## src/rtl/bch_ser_pkg.sv

```systemverilog
package bch_ser_pkg;
  // Sequencing phases of one code word
  typedef enum logic [1:0] {
    PH_IDLE  = 2'd0,
    PH_DATA  = 2'd1,
    PH_CHECK = 2'd2,
    PH_DRAIN = 2'd3
  } bch_phase_t;

  // Low coefficients of g(X) = X^10+X^9+X^8+X^6+X^5+X^3+1 (X^10 implied)
  localparam logic [9:0] BCH_GEN_LOW = 10'h369;
endpackage

```

## src/rtl/bch_div_lfsr.sv

```systemverilog
module bch_div_lfsr #(
  parameter int CHK_W = 10,
  parameter logic [CHK_W-1:0] GEN_LOW = bch_ser_pkg::BCH_GEN_LOW
) (
  input  logic clk,
  input  logic rst,
  input  logic clear,
  input  logic step,
  input  logic feed_en,
  input  logic din,
  output logic msb
);
  logic [CHK_W-1:0] rem_q;
  logic [CHK_W-1:0] rem_n;
  logic             fb;

  // Feedback is zeroed during the check phase so the register only shifts
  assign fb  = feed_en & (din ^ rem_q[CHK_W-1]);
  assign msb = rem_q[CHK_W-1];

  generate
    for (genvar i = 0; i < CHK_W; i++) begin : g_tap
      if (i == 0) begin : g_low
        assign rem_n[i] = GEN_LOW[i] & fb;
      end else begin : g_mid
        assign rem_n[i] = rem_q[i-1] ^ (GEN_LOW[i] & fb);
      end
    end
  endgenerate

  always_ff @(posedge clk) begin
    if (rst || clear) rem_q <= '0;
    else if (step)    rem_q <= rem_n;
  end
endmodule

```

## src/rtl/bch_seq_ctrl.sv

```systemverilog
module bch_seq_ctrl
  import bch_ser_pkg::*;
#(
  parameter int DATA_W = 16,
  parameter int CHK_W  = 10
) (
  input  logic clk,
  input  logic rst,
  input  logic start,
  input  logic din_valid,
  input  logic slot_free,
  input  logic last_taken,
  output logic din_ready,
  output logic take_data,
  output logic take_check,
  output logic clear,
  output logic last_bit
);
  localparam int MAX_W = (DATA_W > CHK_W) ? DATA_W : CHK_W;
  localparam int CNT_W = $clog2(MAX_W);

  bch_phase_t       phase_q;
  logic [CNT_W-1:0] cnt_q;

  assign clear      = (phase_q == PH_IDLE) && start;
  assign din_ready  = (phase_q == PH_DATA) && slot_free;
  assign take_data  = din_ready && din_valid;
  assign take_check = (phase_q == PH_CHECK) && slot_free;
  assign last_bit   = take_check && (cnt_q == CNT_W'(CHK_W-1));

  always_ff @(posedge clk) begin
    if (rst) begin
      phase_q <= PH_IDLE;
      cnt_q   <= '0;
    end else begin
      case (phase_q)
        PH_IDLE: if (start) begin
          phase_q <= PH_DATA;
          cnt_q   <= '0;
        end
        PH_DATA: if (take_data) begin
          if (cnt_q == CNT_W'(DATA_W-1)) begin
            phase_q <= PH_CHECK;
            cnt_q   <= '0;
          end else begin
            cnt_q <= cnt_q + 1'b1;
          end
        end
        PH_CHECK: if (take_check) begin
          if (last_bit) phase_q <= PH_DRAIN;
          else          cnt_q   <= cnt_q + 1'b1;
        end
        default: if (last_taken) phase_q <= PH_IDLE;
      endcase
    end
  end
endmodule

```

## src/rtl/bch_out_stage.sv

```systemverilog
module bch_out_stage (
  input  logic clk,
  input  logic rst,
  input  logic load,
  input  logic bit_in,
  input  logic last_in,
  input  logic dout_ready,
  output logic dout,
  output logic dout_valid,
  output logic dout_last,
  output logic slot_free,
  output logic fire
);
  assign fire      = dout_valid && dout_ready;
  assign slot_free = !dout_valid || dout_ready;

  always_ff @(posedge clk) begin
    if (rst) begin
      dout       <= 1'b0;
      dout_valid <= 1'b0;
      dout_last  <= 1'b0;
    end else if (load) begin
      dout       <= bit_in;
      dout_valid <= 1'b1;
      dout_last  <= last_in;
    end else if (fire) begin
      dout_valid <= 1'b0;
      dout_last  <= 1'b0;
    end
  end
endmodule

```

## src/rtl/bch_serial_enc.sv

```systemverilog
module bch_serial_enc #(
  parameter int DATA_W = 16,
  parameter int CHK_W  = 10,
  parameter logic [CHK_W-1:0] GEN_LOW = bch_ser_pkg::BCH_GEN_LOW
) (
  input  logic clk,
  input  logic rst,
  input  logic start,
  input  logic din_valid,
  input  logic din,
  output logic din_ready,
  output logic dout,
  output logic dout_valid,
  input  logic dout_ready,
  output logic done
);
  logic take_data, take_check, clear, last_bit;
  logic slot_free, fire, dout_last, rem_msb;

  bch_seq_ctrl #(.DATA_W(DATA_W), .CHK_W(CHK_W)) u_ctrl (
    .clk(clk), .rst(rst), .start(start), .din_valid(din_valid),
    .slot_free(slot_free), .last_taken(done), .din_ready(din_ready),
    .take_data(take_data), .take_check(take_check), .clear(clear),
    .last_bit(last_bit)
  );

  bch_div_lfsr #(.CHK_W(CHK_W), .GEN_LOW(GEN_LOW)) u_div (
    .clk(clk), .rst(rst), .clear(clear), .step(take_data || take_check),
    .feed_en(take_data), .din(din), .msb(rem_msb)
  );

  bch_out_stage u_out (
    .clk(clk), .rst(rst), .load(take_data || take_check),
    .bit_in(take_data ? din : rem_msb), .last_in(last_bit),
    .dout_ready(dout_ready), .dout(dout), .dout_valid(dout_valid),
    .dout_last(dout_last), .slot_free(slot_free), .fire(fire)
  );

  assign done = fire && dout_last;
endmodule

```

## config.mk

```make
export PLATFORM = sky130hd
export DESIGN_NAME = bch_serial_enc
export DESIGN_NICKNAME = d
export VERILOG_FILES = /design/src/rtl/bch_ser_pkg.sv /design/src/rtl/bch_div_lfsr.sv /design/src/rtl/bch_seq_ctrl.sv /design/src/rtl/bch_out_stage.sv /design/src/rtl/bch_serial_enc.sv
export SDC_FILE = /design/constraint.sdc
export NUM_CORES = 1
export LEC_CHECK = 0
export BUFFER_PORTS_ARGS = -buffer_cell sky130_fd_sc_hd__buf_2
export CORE_ASPECT_RATIO = 1.5
export CORE_UTILIZATION = 57
export DETAILED_ROUTE_END_ITERATION = 12
export GPL_TIMING_DRIVEN = 1
export PLACE_DENSITY = 0.76
export SLEW_MARGIN = 15
export SYNTH_ARGS = -nofsm -noshare
export SYNTH_HDL_FRONTEND = slang
export SYNTH_HIERARCHICAL = 1
export SYNTH_SLANG_ARGS = --single-unit
```

## constraint.sdc

```tcl
create_clock -name clk -period 2 [get_ports clk]
set_clock_uncertainty 0.1 [all_clocks]
set_input_delay 0.2 -clock clk [delete_from_list [all_inputs] [get_ports clk]]
set_output_delay 0.2 -clock clk [all_outputs]
set_load 0.01 [all_outputs]
```

==> results of run 1 <==
## power breakdown
group | switching, mW | internal, mW
Sequential | 0.0378 | 0.427
Combinational | 0.371 | 0.280
Clock | 0.122 | 0.0744
## registers in the layout, summed over array words and instances (netlist names)
name	flops
u_ctrl/cnt_q	4
u_out/dout	1
u_ctrl/phase_q	2
u_out/dout_valid	1
u_div/rem_q	10
u_out/dout_last	1
## metal layers
metal,wire length [um],up-vias,part of all wire
met3,41,4,0.018
met4,27,0,0.012
met5,0,-,0
met2,1305,13,0.56
li1,-,471,-
met1,962,458,0.41
## placed cells by master, fill, tap and decap left out, drive strengths merged, types with 3 or more instances in the layout
cell type and instances:
nand3 4, a31oi 5, dfxtp 19, nor2b 3
inv 8, mux2i 5, nor2 10, nand2b 3
o21ai 10, or3 5, buf 13, clkbuf 3
and2 4, a21oi 4, ha 6, nand2 4
## layout make-up
class	count	area, sq um
tap	21	26.28
fill	155	590.6
timing repair buffer	13	75.07
clock inverter	1	5.005
sequential	19	381.6
inverter	8	30.03
clock buffer	3	22.52
multi-input combinational	92	723.2
## per-stage QoR
step / utilization / cells
after global placement: 0.6498 / 153
after floorplan: - / 124
final: 0.6815 / 157
after global routing: 0.6815 / 157
after detailed placement: 0.6498 / 153
after CTS: 0.6646 / 157
## cells by family (layout without fill, tap and decap cells)
group                    count (synthesis)  after routing  synth area share
AO/OA/AOI/OAI                           33             33            0.2173
XOR/XNOR                                 1              1          0.007643
adder cells (fa/ha/maj)                  6              6           0.06550
buffers and inverters                   13             25           0.06331
flip-flops                              19             19            0.3319
multiplexers                             7              7           0.06659
AND/OR/NAND/NOR                         45             45            0.2478
## worst reg2reg max path, cell delays in order (launching register included)
cell and delay (ns):
dfxtp_2 0.36, inv_1 0.10, ha_2 0.27, and3_2 0.24
inv_1 0.14, or3_2 0.47, a31oi_1 0.16
## final timing paths
path	slack, ns	startpoint	to	cells past startpoint
min	0.12	dout_ready	u_out/dout_last	4
max	0.09	u_ctrl/phase_q[1]	u_div/rem_q[9]	6
max reg2reg	0.09	u_ctrl/phase_q[1]	u_div/rem_q[9]	6
min reg2reg	0.39	u_out/dout_last	u_out/dout_last	2
## repair_timing
action	in CTS	in global routing
hold buffers	0	0
gates resized for setup	0	7
buffers inserted	0	0
endpoints found under the setup margin	0	14
==> results.cfg, run 1 <==
[synthesis]
seq_area_frac_synth = 0.3319
synth_area_leader_cell = dfxtp_1
netlist_area_sq_mm = 0.001146
synth_top_cells_by_count = 19 x dfxtp_1, 10 x nor2_1, 10 x o21ai_0
async_flop_share = 0
ys_warn_count = 6
yosys.area.top_type_share = 0.3319
syn_inst = 124
synth_ff_type = dfxtp_1
yosys_register_bits = 19
synth_edf_count = 0
syn_area_per_cell_sq_um = 9.243
synth.distinct_cells = 50
yosysMostFrequentCell = dfxtp_1
synth_area_leaders = dfxtp_1 33%, ha_1 6.6%, mux2i_1 4.4%
syn_nets = 136

[sta]
final-max-slew-violation-count = 0
hold_viol_final = 0
max_slew_margin = 0.5988
setup_viol = 0
period_minus_slack_ns = 1.912
fmax_mhz = 523.0
timing.final.ws_setup_ns = 0.08804
worst_pin_slew_ns = 0.5975
finalCritPeriodShare = 0.9560
fin_tns_setup_ns = 0
holdWs_ns = 0.1196
rsz0062_at_grt = yes

[global_route]
grt_pass1_wl_um = 3753
grt_max_degree = 18
met2_usage = 0.4286
grt.total_usage = 0.2365
busiest_layer = met2
grt_pass1_vias = 906
use_met1 = 0.2506
grt-ovfl-total = 0
antenna_found_initial = 0
grtUsageMet3 = 0.03953

[clock_network]
cts_buffers = 3
max-clock-path-buffers = 2
path_clk_slew_ns = 0.12
htreeDepth = 1
clk_latency_ns = 0.30
numClockSinks = 19
cts_root_buffer = clkbuf_4
cts_tree = built

[detailed_routing]
firstDrtPassIters = 4
route.detailed.drc = 0
vias_per_cell = 6.025
antenna_left = 0
routed_wl_um = 2336
wl_per_cell_um = 14.88
drt_iter0_drc = 28
num_vias = 946

[setup_path]
worstPathCellList = inv_1, ha_2, and3_2, inv_1, or3_2, a31oi_1
critPathMaxFanout = 11
critPathBufInv = 2
startpoint_type = flip-flop
required_ns = 2.13
cp-end-kind = flip-flop
crit_slowest_cell = or3_2
arrival_ns = 2.04
cpPeakStageDelay_ns = 0.47
crit_family = simple AND/OR/NAND/NOR gates
worstSetupPathType = reg -> reg
critical_path.most_common_cell = inv_1

[outcome]
outcome = finished clean

[placement]
io_buffers = 9
detailedPlace.worstSlack_ns = 0.02632
placed_cell_area_sq_mm = 0.001205
dp_hpwl_um = 1744
place.gp.congestion = 0.7799

[final_layout]
area_growth_pct = 10.26
diodes = 0
final_cell_area_sq_mm = 0.001264
drive_gt1_frac = 0.3235
layout.nets = 149

[hold_path]
hold_class = in -> reg

[power_and_ir_drop]
power.total_mw = 1.313
p_per_area_mw_per_mm2 = 1039
ir_worst_vdd_v = 0.0007041
p_leak_nw = 0.4917

[floorplan]
io_pins = 10
coreArea_sq_mm = 0.001854
rows = 19
die-area_sq_mm = 0.002198
start_util = 0.6181
die_h_um = 56.92
die_x_um = 38.61

[flow_run]
drv_cap = 0
Power figures use the tool's default switching activity.
==> run 2, diff against run 1 <==
--- a/config.mk
+++ b/config.mk
@@ -7,10 +7,10 @@
 export LEC_CHECK = 0
 export BUFFER_PORTS_ARGS = -buffer_cell sky130_fd_sc_hd__buf_2
 export CORE_ASPECT_RATIO = 1.5
-export CORE_UTILIZATION = 57
+export CORE_UTILIZATION = 30
 export DETAILED_ROUTE_END_ITERATION = 12
 export GPL_TIMING_DRIVEN = 1
-export PLACE_DENSITY = 0.76
+export PLACE_DENSITY = 0.45
 export SLEW_MARGIN = 15
 export SYNTH_ARGS = -nofsm -noshare
 export SYNTH_HDL_FRONTEND = slang
==> run 2 against run 1 <==
Compared with the run above: die area rose by 85%; non-clock buffer count fell by 1; final cell count rose by 13%; clock-buffer cell count rose by 1; total power rose by 1.0%; via count fell by 1.3%; sequential share of layout area fell by 0.36 points; utilization fell by 33 points; register-to-register slack improved by 0.02 ns; first-iteration DRC count fell by 32%; design area rose by 0.89%; largest power group unchanged; highest routed layer unchanged.
==> results.cfg, run 2 (synthesis results as in run 1) <==
[outcome]
outcome = finished clean

[setup_path]
r2r-start = u_ctrl/phase_q[1]
worstSetupPathType = reg -> reg
rr_endpoint = u_div/rem_q[9]
arrival_ns = 1.98
cp-end-kind = flip-flop
reg2reg_slack_ns = 0.10
critPathLaunch = u_ctrl/phase_q[1]
critPathMaxFanout = 11
startpoint_type = flip-flop
r2r_cells = 6
required_ns = 2.08

[power_and_ir_drop]
p_per_area_mw_per_mm2 = 1040
ir_worst_vdd_v = 0.0004920
power.total_mw = 1.326
p_leak_nw = 0.4923

[sta]
rsz0062_at_grt = yes
finalCritPeriodShare = 0.9476
timing.final.ws_setup_ns = 0.1047
max_slew_margin = 0.5636
hold_viol_final = 0
final-max-slew-violation-count = 0
holdWs_ns = 0.1557
setup_viol = 0
fin_tns_setup_ns = 0
fmax_mhz = 527.6
worst_pin_slew_ns = 0.6499
period_minus_slack_ns = 1.895

[clock_network]
max-clock-path-buffers = 2
path_clk_slew_ns = 0.07
post_cts_buffers = 0
cts_buffers = 3
cts_root_buffer = clkbuf_8
numClockSinks = 19
clk_latency_ns = 0.25
htreeDepth = 1
cts_tree = built
ctsHoldBuffers = 0

[final_layout]
largest_register_ffs = 10
top_regs = u_div/rem_q: 10 flops, u_ctrl/cnt_q: 4 flops, u_ctrl/phase_q: 2 flops
diodes = 0
final_common_cell = dfxtp_1
layout.nets = 148
finish.utilization = 0.3495
fin_cells = 178
final_cell_area_sq_mm = 0.001275
regMostFlops = u_div/rem_q
drive_gt1_frac = 0.2963
mostFrequentLayoutCells = 19 x dfxtp_1, 10 x nor2_1, 10 x o21ai_0
area_growth_pct = 11.24

[detailed_routing]
vias_per_cell = 5.247
antenna_left = 0
route.detailed.drc = 0
routed_wl_um = 2407
wl_met3_um = 58
drt_iter0_drc = 19
wl_per_cell_um = 13.52
dr.max_layer_used = met4
num_vias = 934
firstDrtPassIters = 4
wl_met1_um = 1045
wl_met2_um = 1246

[floorplan]
io_pins = 10
rows = 27
coreArea_sq_mm = 0.003649
die_h_um = 77.70
start_util = 0.3141
die_x_um = 52.47
die-area_sq_mm = 0.004077

[global_route]
grt_pass1_wl_um = 3946
grt.total_usage = 0.1293
grt-ovfl-total = 0
antenna_found_initial = 0
grt_pass1_vias = 889
grt_max_degree = 14

[placement]
placed_cell_area_sq_mm = 0.001225
dp_cells = 174
detailedPlace.worstSlack_ns = 0.06141
place.gp.congestion = 0.7261
io_buffers = 9
dp_hpwl_um = 1821

[hold_path]
hold_class = in -> reg
hold_end = u_out/dout_last
hold_path_startpoint = dout_ready
hold_depth = 4

[flow_run]
drv_cap = 0
## run 2: metal layers
| layer | vias up | GRT usage |
|---|---|---|
| li1 | 470 | - |
| met1 | 445 | 0.1456 |
| met2 | 13 | 0.2215 |
| met3 | 6 | 0.02549 |
| met4 | 0 | 0.06316 |
| met5 | - | 0 |
## run 2: how the worst max path moves through the flow
stage,cells past startpoint,to
2_1_floorplan,7,u_div/rem_q[9]
3_3_place_gp,6,u_div/rem_q[9]
3_5_place_dp,7,u_ctrl/phase_q[0]
4_1_cts,6,u_div/rem_q[9]
5_1_grt,6,u_div/rem_q[9]
6_report,6,u_div/rem_q[9]
## run 2: power breakdown
group / total, mW / switching (mW) / leakage, nW / internal, mW
Combinational: 0.597 / 0.342 / 0.316 / 0.255
Sequential: 0.461 / 0.0359 / 0.154 / 0.426
Clock: 0.267 / 0.126 / 0.0228 / 0.141
## run 2: worst max-delay path, stage by stage (launching register included)
cell,delay (ns)
dfxtp_1,0.34
inv_1,0.11
ha_2,0.25
and3_2,0.24
inv_1,0.15
or3_2,0.47
a31oi_1,0.17
## run 2: final cells by class
| type | instances | area (sq um) |
|---|---|---|
| clock buffers | 4 | 45.04 |
| fillers | 377 | 2374 |
| inverters | 8 | 30.03 |
| multi-input cells | 92 | 698.2 |
| flip-flops and latches | 19 | 380.4 |
| well taps | 43 | 53.80 |
| repair buffers | 12 | 67.56 |
## run 2: repair_timing
action	4_1_cts	5_1_grt
endpoints found under the setup margin	0	12
gates resized for setup	0	2
endpoints found under the hold margin	0	0
==> run 3, diff against run 2 <==
--- a/config.mk
+++ b/config.mk
@@ -7,10 +7,10 @@
 export LEC_CHECK = 0
 export BUFFER_PORTS_ARGS = -buffer_cell sky130_fd_sc_hd__buf_2
 export CORE_ASPECT_RATIO = 1.5
-export CORE_UTILIZATION = 30
+export CORE_UTILIZATION = 50
 export DETAILED_ROUTE_END_ITERATION = 12
 export GPL_TIMING_DRIVEN = 1
-export PLACE_DENSITY = 0.45
+export PLACE_DENSITY = 0.68
 export SLEW_MARGIN = 15
 export SYNTH_ARGS = -nofsm -noshare
 export SYNTH_HDL_FRONTEND = slang
==> run 3 against run 2 <==
Compared with the run above: combinational power up 3%; design area down 2.3%; sequential share of layout area up 0.79 points; sequential power up 2%; clock-buffer cell count down 1; critical path depth unchanged; maximum frequency down 2.9%; utilization up 24 points; first-iteration DRC count up 26%; largest power group unchanged; non-clock buffer count down 1; flip-flop and latch count unchanged; register-to-register slack worse by 0.06 ns.
==> results.cfg, run 3 (synthesis results as in run 1) <==
[sta]
period_minus_slack_ns = 1.951
fin_tns_setup_ns = 0
rsz0062_at_grt = yes
setup_viol = 0
max_slew_margin = 0.5790
timing.final.ws_setup_ns = 0.04851
worst_pin_slew_ns = 0.6270
final-max-slew-violation-count = 0
finalCritPeriodShare = 0.9757
holdWs_ns = 0.1087
hold_viol_final = 0
fmax_mhz = 512.4

[detailed_routing]
wl_per_cell_um = 14.87
route.detailed.drc = 0
routed_wl_um = 2319
firstDrtPassIters = 4
antenna_left = 0
vias_per_cell = 5.962
drt_iter0_drc = 24
num_vias = 930

[floorplan]
io_pins = 10
start_util = 0.5452
die_h_um = 60.64
coreArea_sq_mm = 0.002102
rows = 20
die-area_sq_mm = 0.002491
die_x_um = 41.09

[final_layout]
layout.nets = 147
final_common_cell = dfxtp_1
drive_gt1_frac = 0.3134
ff_latch_area_sq_um = 381.6
multi_input_area_sq_um = 719.4
top_regs = u_div/rem_q: 10 flops, u_ctrl/cnt_q: 4 flops, u_ctrl/phase_q: 2 flops
largest_register_ffs = 10
regMostFlops = u_div/rem_q
diodes = 0
area_growth_pct = 8.734
nFillCells = 202
mostFrequentLayoutCells = 18 x dfxtp_1, 10 x nor2_1, 10 x o21ai_0

[power_and_ir_drop]
ir_worst_vdd_v = 0.0007332
p_leak_nw = 0.4871
p_per_area_mw_per_mm2 = 1033

[global_route]
antenna_found_initial = 0
grt.total_usage = 0.2094
grt_max_degree = 18
grt_pass1_wl_um = 3574
grt-ovfl-total = 0
grt_pass1_vias = 853

[clock_network]
cts_buffers = 3
path_clk_slew_ns = 0.12
post_cts_buffers = 0
max-clock-path-buffers = 2
clk_latency_ns = 0.30
numClockSinks = 19
cts_root_buffer = clkbuf_4
cts_tree = built
htreeDepth = 1
ctsHoldBuffers = 0

[setup_path]
worstSetupPathType = reg -> reg
rr_endpoint = u_ctrl/cnt_q[3]
required_ns = 2.10
cpPeakStageDelay_ns = 0.39
reg2reg_slack_ns = 0.05
cp-end-kind = flip-flop
worstPathCellList = inv_1, ha_1, nor3_2, o21ba_2, and4b_1, a221o_1
critPathMaxFanout = 5
startpoint_type = flip-flop
critPathLaunch = u_ctrl/phase_q[0]
crit_slowest_cell = dfxtp_2
arrival_ns = 2.05
r2r-start = u_ctrl/phase_q[0]
r2r_cells = 6

[hold_path]
hold_end = u_out/dout_last
hold_depth = 4
hold_path_startpoint = dout_ready
hold_class = in -> reg

[placement]
dp_hpwl_um = 1705
detailedPlace.worstSlack_ns = 0.004085
place.gp.congestion = 0.8102
io_buffers = 9

[outcome]
outcome = finished clean

[flow_run]
drv_cap = 0
-- run 3: layout make-up --
class                           count  area share
Multi-Input combinational cell     92      0.5773
Sequential cell                    19      0.3062
Timing Repair Buffer               11     0.04819
Inverter                            8     0.02410
Tap cell                           22     0.02209
Clock buffer                        3     0.01807
Clock inverter                      1    0.004016
-- run 3: worst max-delay path, delay by kind of cell, from the launching register on --
family	cells	cell delay [ns]
DFF	1	0.39
AOI/OAI and AO/OA	2	0.50
adders and majority gates	1	0.28
and+or+nand+nor	2	0.49
buffers and inverters	1	0.09
-- run 3: where the power goes --
group / switching, mW / internal [mW]
Combinational: 0.356 / 0.260
Clock: 0.129 / 0.0746
Sequential: 0.0418 / 0.427
-- run 3: how the worst max path moves through the flow --
stage / end / slack, ns
after detailed placement: u_div/rem_q[1] / 0.004
after CTS: u_div/rem_q[9] / 0.01
final: u_ctrl/cnt_q[3] / 0.05
after global placement: u_ctrl/cnt_q[3] / 0.09
after global routing: u_ctrl/cnt_q[3] / -0.02
after floorplan: u_div/rem_q[9] / 0.17
-- run 3: stage by stage --
stage | cells | utilization | cell area, sq um | power, mW
global placement | 152 | 0.5667 | 1191 | 1.028
finish | 156 | 0.5929 | 1246 | 1.288
detailed placement | 152 | 0.5667 | 1191 | 1.052
CTS | 156 | 0.5810 | 1221 | 1.253
global route | 156 | 0.5929 | 1246 | 1.374
floorplan | 124 | - | 1146 | 0.9521
-- run 3: what timing repair did --
item	CTS	global route
gates resized for setup	1	5
setup endpoints to repair	1	6
pin swaps	0	1
-- run 3: layer usage --
metal	wire length, um	global-route usage	vias up	part of all wire
met5	0	0	-	0
met4	43	0.09677	0	0.019
met3	22	0.03297	4	0.0095
met2	1284	0.3862	6	0.55
met1	969	0.2136	450	0.42
li1	-	-	470	-
